File: src/rtl/prio_intc.sv
module prio_intc #(
  parameter int NUM_IRQ = 32,
  parameter int PRIO_W  = 2,
  localparam int ID_W   = (NUM_IRQ > 1) ? $clog2(NUM_IRQ) : 1
) (
  input  logic               clk,
  input  logic               rst_n,
  input  logic [NUM_IRQ-1:0] irq_i,
  input  logic               nmi_i,
  input  logic               bus_sel,
  input  logic               bus_wr,
  input  logic [1:0]         bus_size,
  input  logic [7:0]         bus_addr,
  input  logic [31:0]        bus_wdata,
  output logic [31:0]        bus_rdata,
  output logic               req_valid,
  output logic               req_nmi,
  output logic [ID_W-1:0]    req_id,
  input  logic               ack_i,
  input  logic               done_i
);
  logic [NUM_IRQ-1:0] en_q, pend_q, sense_q, irq_q;
  logic [PRIO_W-1:0]  prio_q [NUM_IRQ];
  logic               nmi_q, nmi_pend_q, act_v_q;
  logic [PRIO_W-1:0]  act_p_q;

  wire       word_ok = (bus_size == 2'd2) && (bus_addr[1:0] == 2'd0);
  wire       wr_ok   = bus_sel && bus_wr && word_ok;
  wire       rd_ok   = bus_sel && !bus_wr && word_ok;
  wire [5:0] widx    = bus_addr[7:2];
  wire [NUM_IRQ-1:0] wmask = bus_wdata[NUM_IRQ-1:0];

  logic              found;
  logic [ID_W-1:0]   best_id;
  logic [PRIO_W-1:0] best_p;

  always_comb begin
    found   = 1'b0;
    best_id = '0;
    best_p  = '1;
    for (int i = 0; i < NUM_IRQ; i++) begin
      if (en_q[i] && pend_q[i] && (!found || prio_q[i] < best_p)) begin
        found   = 1'b1;
        best_id = ID_W'(i);
        best_p  = prio_q[i];
      end
    end
  end

  wire ext_fwd = found && (!act_v_q || best_p < act_p_q);
  wire ack_ext = ack_i && ext_fwd && !nmi_pend_q;

  assign req_nmi   = nmi_pend_q;
  assign req_valid = nmi_pend_q || ext_fwd;
  assign req_id    = (ext_fwd && !nmi_pend_q) ? best_id : '0;

  wire [NUM_IRQ-1:0] pend_set = (~sense_q & irq_i) | (sense_q & irq_i & ~irq_q)
                              | ((wr_ok && widx == 6'd2) ? wmask : '0);
  wire [NUM_IRQ-1:0] pend_clr = (ack_ext ? (NUM_IRQ'(1) << best_id) : '0)
                              | ((wr_ok && widx == 6'd3) ? wmask : '0);

  always_ff @(posedge clk or negedge rst_n) begin
    if (!rst_n) begin
      en_q       <= '0;
      pend_q     <= '0;
      sense_q    <= '0;
      irq_q      <= '0;
      nmi_q      <= 1'b0;
      nmi_pend_q <= 1'b0;
      act_v_q    <= 1'b0;
      act_p_q    <= '0;
      for (int i = 0; i < NUM_IRQ; i++) prio_q[i] <= '0;
    end else begin
      irq_q  <= irq_i;
      nmi_q  <= nmi_i;
      pend_q <= (pend_q & ~pend_clr) | pend_set;
      if (wr_ok && widx == 6'd0) en_q <= en_q | wmask;
      if (wr_ok && widx == 6'd1) en_q <= en_q & ~wmask;
      if (wr_ok && widx == 6'd4) sense_q <= wmask;
      for (int i = 0; i < NUM_IRQ; i++)
        if (wr_ok && widx == 6'(8 + i / 4))
          prio_q[i] <= bus_wdata[8 * (i % 4) +: PRIO_W];
      if (nmi_i && !nmi_q)           nmi_pend_q <= 1'b1;
      else if (ack_i && nmi_pend_q)  nmi_pend_q <= 1'b0;
      if (ack_ext) begin
        act_v_q <= 1'b1;
        act_p_q <= best_p;
      end else if (done_i) begin
        act_v_q <= 1'b0;
      end
    end
  end

  always_comb begin
    bus_rdata = '0;
    if (rd_ok) begin
      case (widx)
        6'd0, 6'd1: bus_rdata[NUM_IRQ-1:0] = en_q;
        6'd2, 6'd3: bus_rdata[NUM_IRQ-1:0] = pend_q;
        6'd4:       bus_rdata[NUM_IRQ-1:0] = sense_q;
        default:
          for (int i = 0; i < NUM_IRQ; i++)
            if (widx == 6'(8 + i / 4)) bus_rdata[8 * (i % 4) +: PRIO_W] = prio_q[i];
      endcase
    end
  end
endmodule

File: config.mk
export PLATFORM = sky130hd
export DESIGN_NAME = prio_intc
export DESIGN_NICKNAME = d
export VERILOG_FILES = /design/src/rtl/prio_intc.sv
export SDC_FILE = /design/constraint.sdc
export NUM_CORES = 1
export LEC_CHECK = 0
export BUFFER_PORTS_ARGS = -buffer_cell sky130_fd_sc_hd__buf_4
export CAP_MARGIN = 20
export CORE_MARGIN = 3
export CORE_UTILIZATION = 60
export DETAILED_ROUTE_END_ITERATION = 8
export GPL_TIMING_DRIVEN = 0
export HOLD_SLACK_MARGIN = 0.02
export PLACE_DENSITY = 0.81
export SYNTH_ARGS = -nofsm -noshare
export SYNTH_HDL_FRONTEND = slang
export SYNTH_SLANG_ARGS = --single-unit
File: constraint.sdc
create_clock -name clk -period 15.8 [get_ports clk]
set_clock_uncertainty 0.05 [all_clocks]
set_input_delay 4.74 -clock clk [delete_from_list [all_inputs] [get_ports clk]]
set_output_delay 4.74 -clock clk [all_outputs]
set_load 0.01 [all_outputs]
==> results.cfg, run 1 <==
[outcome]
status = complete, no violations

[finish]
final_layout_size_suffix_gt1_frac = 0.2062
syn2layout_area_growth_pct = 15.50
num-nets-final = 1598
antenna_cells = 0
fillers = 1631

[clock_tree]
cts_tree = built
clock_latency_ps = 460
cts_setup_buffers = 0
cts_buffers = 17
cts-htree-levels = 4
ctsHoldBuffers = 0
clockRootBuffer = clkbuf_16
cts_resized = 0
cts_buffer_depth = 2
cts_sinks = 197
cts.clk_slew.worst_paths_ps = 80

[logic_synthesis]
avgSynthCellArea_um2 = 9.154
yosysUniqueCellTypes = 96
synth_top_flop_cell = dfrtp_1
synth-edff-count = 0
seq_area_frac_synth = 0.3925
postSynthCellCount = 1372
netlist_area_mm2 = 0.01256
ys_ff_latch = 197
yosys_warnings = 0
async_flop_share = 1.000
synth_fp_nets = 1455

[grt]
grt_antenna_before_repair = 0
grt_pass1_vias = 11850
grt_pass1_wl_um = 68500
grt_max_degree = 110
grt_overflow = 0
grt.total_usage = 0.3985

[critical_path]
critPathLaunch = bus_addr[3]
required_ps = 11010
r2r_end = pend_q[7]$_DFF_PN0_
crit_path_end_kind = primary output
arrival_ps = 8230
crit_path_top_delay_cell = clkbuf_1
rr_worst_depth = 25
path_max_fanout = 10
crit_path_frequent_cell = clkbuf_1
crit_path_cell_trace = buf_4 -> clkbuf_1 -> buf_1 -> clkbuf_1 -> clkbuf_1 -> nor2_1 -> a21oi_1 -> a31oi_1 -> buf_4
cp_top_family = buffers and inverters
critical_path_class = primary input to primary output
start_kind = primary input
cp.buffers_inverters = 6
cpPeakStageDelay_ps = 750
rrSetupSlack_ps = 8180
rr_startpoint = pend_q[0]$_DFF_PN0_

[min_path]
whs_path_depth = 1
hp-class = register to register
hp-start = nmi_q$_DFF_PN0_
min_to = req_nmi$_DFFE_PN0P_

[sta]
finalCriticalPeriod_ps = 13020
tns_ps = 0
finalHoldViolations = 0
max_freq_ghz = 0.07683
slew_violations = 0
maxSlewHeadroom = 0.2235
finalSetupViolCount = 0
post-route-period-util = 0.8237
worst_slew_pin_slew_ps = 1156
fin_hold_ws_ps = 382.7
rsz0062_at_grt = false

[pwr]
total_power_mw = 1.237
cellLeakagePower_nw = 6.410
peakVddDrop_uv = 80.32
powerDensity_mw_per_mm2 = 85.27

[drt]
ant_nets = 0
dr.first_iter.drc_count = 1796
routed_wl_um = 44730
wl_per_cell_um = 24.88
vias = 12620
vias_per_cell = 7.017
drc = 0
first_pass_iters = 8

[floorplanning]
dieArea_mm2 = 0.02270
core_mm2 = 0.02043
pin_count = 120
start_util = 0.6148
fp.dieH_um = 150.7
num_rows = 52
die-width_um = 150.7

[placement]
hpwl_um = 33330
gp_congestion = 1.011
port_buffers = 118

[flow_run]
drv_cap = 0
[cells by family (layout without fill, tap and decap cells)]
kind of cell | after synthesis | in the layout | synth area share
adders and majority gates | 4 | 4 | 0.003586
muxes | 121 | 121 | 0.1132
AOI/OAI and AO/OA | 452 | 452 | 0.2616
buffers and inverters | 88 | 244 | 0.02839
and+or+nand+nor | 510 | 510 | 0.2007
DFF | 197 | 197 | 0.3925
[worst max-delay path by stage]
stage	depth (start not counted)	slack, ps	to
final	9	2780	bus_rdata[9]
after global routing	9	2830	bus_rdata[16]
after CTS	9	3000	bus_rdata[9]
after detailed placement	9	2950	bus_rdata[9]
after global placement	9	3050	bus_rdata[9]
after floorplan	8	4290	bus_rdata[19]
[power by group]
part | switching, mW | internal [mW] | total, mW
clock network | 0.247 | 0.228 | 0.475
registers | 0.0107 | 0.516 | 0.526
logic | 0.152 | 0.0834 | 0.236
[Yosys cell counts, types with 7 or more instances]
cell type	instances	area [µm²]
dfrtp_1	197	4930
nand2_1	188	705.7
nor2_1	114	427.9
a21oi_1	97	485.5
mux2_2	88	991.0
a31oi_1	57	356.6
o21ai_0	52	260.3
clkbuf_1	47	176.4
nand3_1	31	155.2
nor3_1	30	150.1
inv_1	29	108.9
a22oi_1	26	195.2
mux2i_1	25	250.2
nand4_1	20	125.1
nand3b_1	19	142.6
a21o_1	16	120.1
o21a_1	16	120.1
a221o_1	15	150.1
or3_1	14	87.58
nor2b_1	13	81.33
a211oi_1	11	82.58
a222oi_1	11	110.1
and2_1	11	68.82
o21ai_1	10	50.05
o22ai_1	10	62.56
and3b_1	9	78.83
or2_2	9	56.30
a21boi_0	8	60.06
a221oi_1	8	70.07
a41oi_1	8	70.07
mux4_2	8	180.2
o31a_1	8	70.07
a211o_1	7	61.31
a31o_1	7	61.31
and3_1	7	43.79
nand2b_1	7	43.79
nor4_1	7	43.79
o211ai_1	7	52.55
[cell usage in the layout, fill, tap and decap left out, drive strengths merged, types with 11 or more instances in the layout]
cell / netlist / routed
mux2: 88 / 88
a31o: 11 / 11
o21a: 16 / 16
a21o: 16 / 16
o21ai: 63 / 63
nor2b: 13 / 13
a222oi: 11 / 11
or2: 11 / 11
a31oi: 57 / 57
clkbuf: 47 / 66
a211oi: 13 / 13
or3: 14 / 14
and2: 11 / 11
nand3b: 20 / 20
a21oi: 100 / 100
nor3: 32 / 32
dfrtp: 197 / 197
a22oi: 26 / 26
mux2i: 25 / 25
nand2: 189 / 189
nand4: 22 / 22
nand3: 31 / 31
inv: 29 / 41
a221o: 15 / 15
buf: 12 / 134
nor4: 11 / 11
nor2: 114 / 114
[worst register-to-register path, stage by stage, from the launching register on]
cell and delay (ps):
dfrtp_1 520, nand3b_1 300, nand4_2 320, nor3_2 430
o2111ai_1 360, or4_1 650, or3_1 400, clkbuf_1 160
or3_1 430, o21bai_1 270, or2_1 310, nor2_1 220
o21ai_0 170, ha_1 320, a21o_1 160, a21oi_1 300
nand3_1 130, o21a_1 240, mux2i_1 200, ha_1 230
a21oi_1 140, nand2_1 120, o31ai_4 300, buf_4 270
a41oi_1 180, a221o_1 330
[metal layers]
layer | vias up | global-route usage | wire, µm
met4 | 2 | 0.1555 | 2084
met2 | 901 | 0.5784 | 18830
met3 | 171 | 0.1312 | 6161
li1 | 5524 | - | -
met5 | - | 0 | 22
met1 | 6018 | 0.5549 | 17630
[layout make-up]
| type | count | area, µm² | area share |
|---|---|---|---|
| plain buffers | 59 | 247.7 | 0.01708 |
| clock buffers | 18 | 439.2 | 0.03027 |
| clock inverters | 14 | 197.7 | 0.01363 |
| inverters | 29 | 108.9 | 0.007504 |
| multi-input cells | 1087 | 7289 | 0.5025 |
| flip-flops and latches | 197 | 4930 | 0.3398 |
| well taps | 270 | 337.8 | 0.02329 |
| repair buffers | 124 | 955.9 | 0.06590 |
[per-stage QoR]
step           std cells  setup WS [ps]  utilization  area [µm²]
3_5_place_dp        1765           2954       0.6785       13860
5_1_grt             1798           2832       0.7101       14510
3_3_place_gp        1760           3052       0.6747       13780
4_1_cts             1797           3003       0.7097       14500
6_report            1798           2785       0.7101       14510
2_1_floorplan       1372           4293            -       12560
Note: power is estimated with default switching activity, not from simulation.
==> inputs of run 2 (changes only) <==
- ABC_AREA: not set -> 1
- CORE_UTILIZATION: 60 -> 54
- PLACE_DENSITY: 0.81 -> 0.77
- clock period: 15.8 -> 11.8 ns (I/O delays scaled with it)
==> run 2 against run 1 <==
  * The run now ends with setup timing left
  * Design area is 5.5% higher
  * Final cell count is 25% higher
  * Utilization is 0.42 points higher
  * Register-to-register slack worse by 13000 ps
  * Flip-flop and latch count stayed put
  * First-iteration DRC count is 14% lower
  * Non-clock buffer count is 71 higher
  * Via count is 2.6% higher
  * Largest cell class unchanged
  * Synthesized cell count is 26% higher
  * Critical endpoint is now req_id[1]
  * Global-route usage is 6.5 points lower
==> results.cfg, run 2 <==
[floorplanning]
pin_count = 120
num_rows = 53
dieArea_mm2 = 0.02403
start_util = 0.5598
fp.dieH_um = 155.0
die-width_um = 155.0
core_mm2 = 0.02142

[finish]
syn2layout_area_growth_pct = 27.59
regArea_mm2 = 0.004931
multi_input_area_mm2 = 0.006389
final_cells = 2254
final_util = 0.7143
num-nets-final = 2049
fillers = 1722
antenna_cells = 0
mostFrequentLayoutCells = nand2_1, inv_1, dfrtp_1, buf_4, o21ai_0
final_layout_size_suffix_gt1_frac = 0.2425
final_common_cell = nand2_1

[sta]
slew_violations = 0
worst_slew_pin_slew_ps = 817.9
maxSlewHeadroom = 0.4527
post-route-period-util = 1.728
fin_ws_ps = -8593
finalSetupViolCount = 41
max_freq_ghz = 0.04904
finalCriticalPeriod_ps = 20390
rsz0062_at_grt = true
finalHoldViolations = 0

[logic_synthesis]
synth_top_flop_cell = dfrtp_1
async_flop_share = 1.000
synth_xor_xnor_area_share = 0
yosysTopAreaCellShare = 0.4111
netlist_area_mm2 = 0.01199
synth_area_leaders = dfrtp_1, nand2_1, inv_1
synth-simple-area-share = 0.3025
synth_top_family_by_area = simple AND/OR/NAND/NOR gates
synth_fp_nets = 1815
postSynthCellCount = 1732
synth_compound_area_frac = 0.1528
avgSynthCellArea_um2 = 6.923
synthTopCellsByCount = nand2_1, inv_1, dfrtp_1, o21ai_0, nand3_1
yosysUniqueCellTypes = 36
synth_top_area_cell = dfrtp_1
ys_ff_latch = 197
seq_area_frac_synth = 0.4111
synth-adder-area-share = 0.002087
yosys_warnings = 0
synth-edff-count = 0
synthMuxAreaShare = 0.02671
synth_most_common_cell = nand2_1

[grt]
grt_antenna_before_repair = 0
grt_pass1_vias = 11990
grt.total_usage = 0.3338
grt_overflow = 0
grt_max_degree = 104
grt_pass1_wl_um = 63040

[drt]
first_pass_iters = 5
ant_nets = 0
vias_per_cell = 5.744
dr.first_iter.drc_count = 1537
drc = 0
wl_per_cell_um = 18.79
routed_wl_um = 42360
vias = 12950

[critical_path]
cpPeakStageDelay_ps = 420
path_max_fanout = 6
crit_path_end_kind = primary output
arrival_ps = 16800
start_kind = register
required_ps = 8210
crit_path_top_delay_cell = dfrtp_1
crit_path_frequent_cell = nand2_2
critical_path_class = register to primary output

[placement]
dp_cells = 2129
hpwl_um = 28920
gp_congestion = 0.9983
port_buffers = 119

[clock_tree]
cts-htree-levels = 4
clock_latency_ps = 470
cts_tree = built
ctsHoldBuffers = 0
clockRootBuffer = clkbuf_16
cts.clk_slew.worst_paths_ps = 80
cts_sinks = 197
cts_buffer_depth = 2
cts_buffers = 17

[flow_run]
drv_cap = 0

[pwr]
powerDensity_mw_per_mm2 = 103.5
switchingPower_mw = 0.4961
peakVddDrop_uv = 111.4
p_clk_frac = 0.395
cellLeakagePower_nw = 8.343
intPower_mw = 1.087
seqPwrFrac = 0.438
p_sw_frac = 0.3134
comb_power_share = 0.167
total_power_mw = 1.583

[outcome]
status = complete, but fails checks
violations = setup timing

[min_path]
hp-class = register to register
-- run 2: timing repair --
item / CTS / global route
gates resized for setup: 46 / 158
hold endpoints to repair: 0 / 0
setup buffers: 43 / 50
cloned: 1 / 1
pin swaps: 28 / 91
setup endpoints to repair: 41 / 41
-- run 2: critical path: cells and delay by family, from the launching register on --
kind / cells / cell delay [ps]
and+or+nand+nor: 183 / 14540
adders and majority gates: 2 / 550
DFF: 1 / 420
buffers and inverters: 7 / 640
AOI/OAI and AO/OA: 2 / 130
-- run 2: path summary, 6_finish.rpt --
check	start	endpoint	depth (start not counted)	slack [ps]
min reg2reg	nmi_q$_DFF_PN0_	req_nmi$_DFFE_PN0P_	1	370
min in group asynchronous	rst_n	irq_q[7]$_DFF_PN0_	1	3010
max reg2reg	pend_q[0]$_DFF_PN0_	pend_q[14]$_DFF_PN0_	197	-5090
max	pend_q[0]$_DFF_PN0_	req_id[1]	194	-8590
max in group asynchronous	rst_n	prio_q[63]$_DFFE_PN0P_	2	7650
min	nmi_q$_DFF_PN0_	req_nmi$_DFFE_PN0P_	1	370
-- run 2: cells by family (layout without fill, tap and decap cells) --
family | Yosys count | in the layout
multiplexers | 32 | 32
buffers and inverters | 331 | 578
AND/OR/NAND/NOR | 867 | 867
flip-flops | 197 | 197
adder cells (fa/ha/maj) | 2 | 2
AO/OA/AOI/OAI | 303 | 303
-- run 2: cell type report --
class                   instances  share of cell area
plain buffers                  39             0.01104
repair buffers                215              0.1127
multi-input cells            1204              0.4176
clock inverters                15             0.01382
inverters                     292             0.07229
well taps                     275             0.02249
flip-flops and latches        197              0.3223
clock buffers                  17             0.02780
-- run 2: power by group through the flow --
stage / combinational [mW] / clock (mW) / sequential [mW]
finish: 0.264 / 0.625 / 0.694
global route: 0.288 / 0.655 / 0.695
CTS: 0.216 / 0.628 / 0.693
detailed placement: 0.194 / 0 / 0.707
global placement: 0.189 / 0 / 0.707
floorplan: 0.115 / 0 / 0.706
-- run 2: per-stage QoR --
stage / hold WS (ps) / setup WS, ps / cell area, µm² / TNS (ps)
5_1_grt: 393.3 / -10130 / 15300 / -288530
4_1_cts: 370.4 / -7289 / 14430 / -169400
2_1_floorplan: 348.8 / -4979 / 12010 / -85900
3_3_place_gp: 351.6 / -6789 / 13240 / -157830
3_5_place_dp: 358.7 / -7208 / 13290 / -175250
6_report: 368.1 / -8593 / 15300 / -224920
-- run 2: per-layer routing --
metal  up-vias  track usage  part of all wire
met1      6095       0.4525              0.38
met3       155      0.05869              0.10
met4         0       0.1468             0.052
met2       733       0.5281              0.46
met5         -            0                 0
li1       5963            -                 -
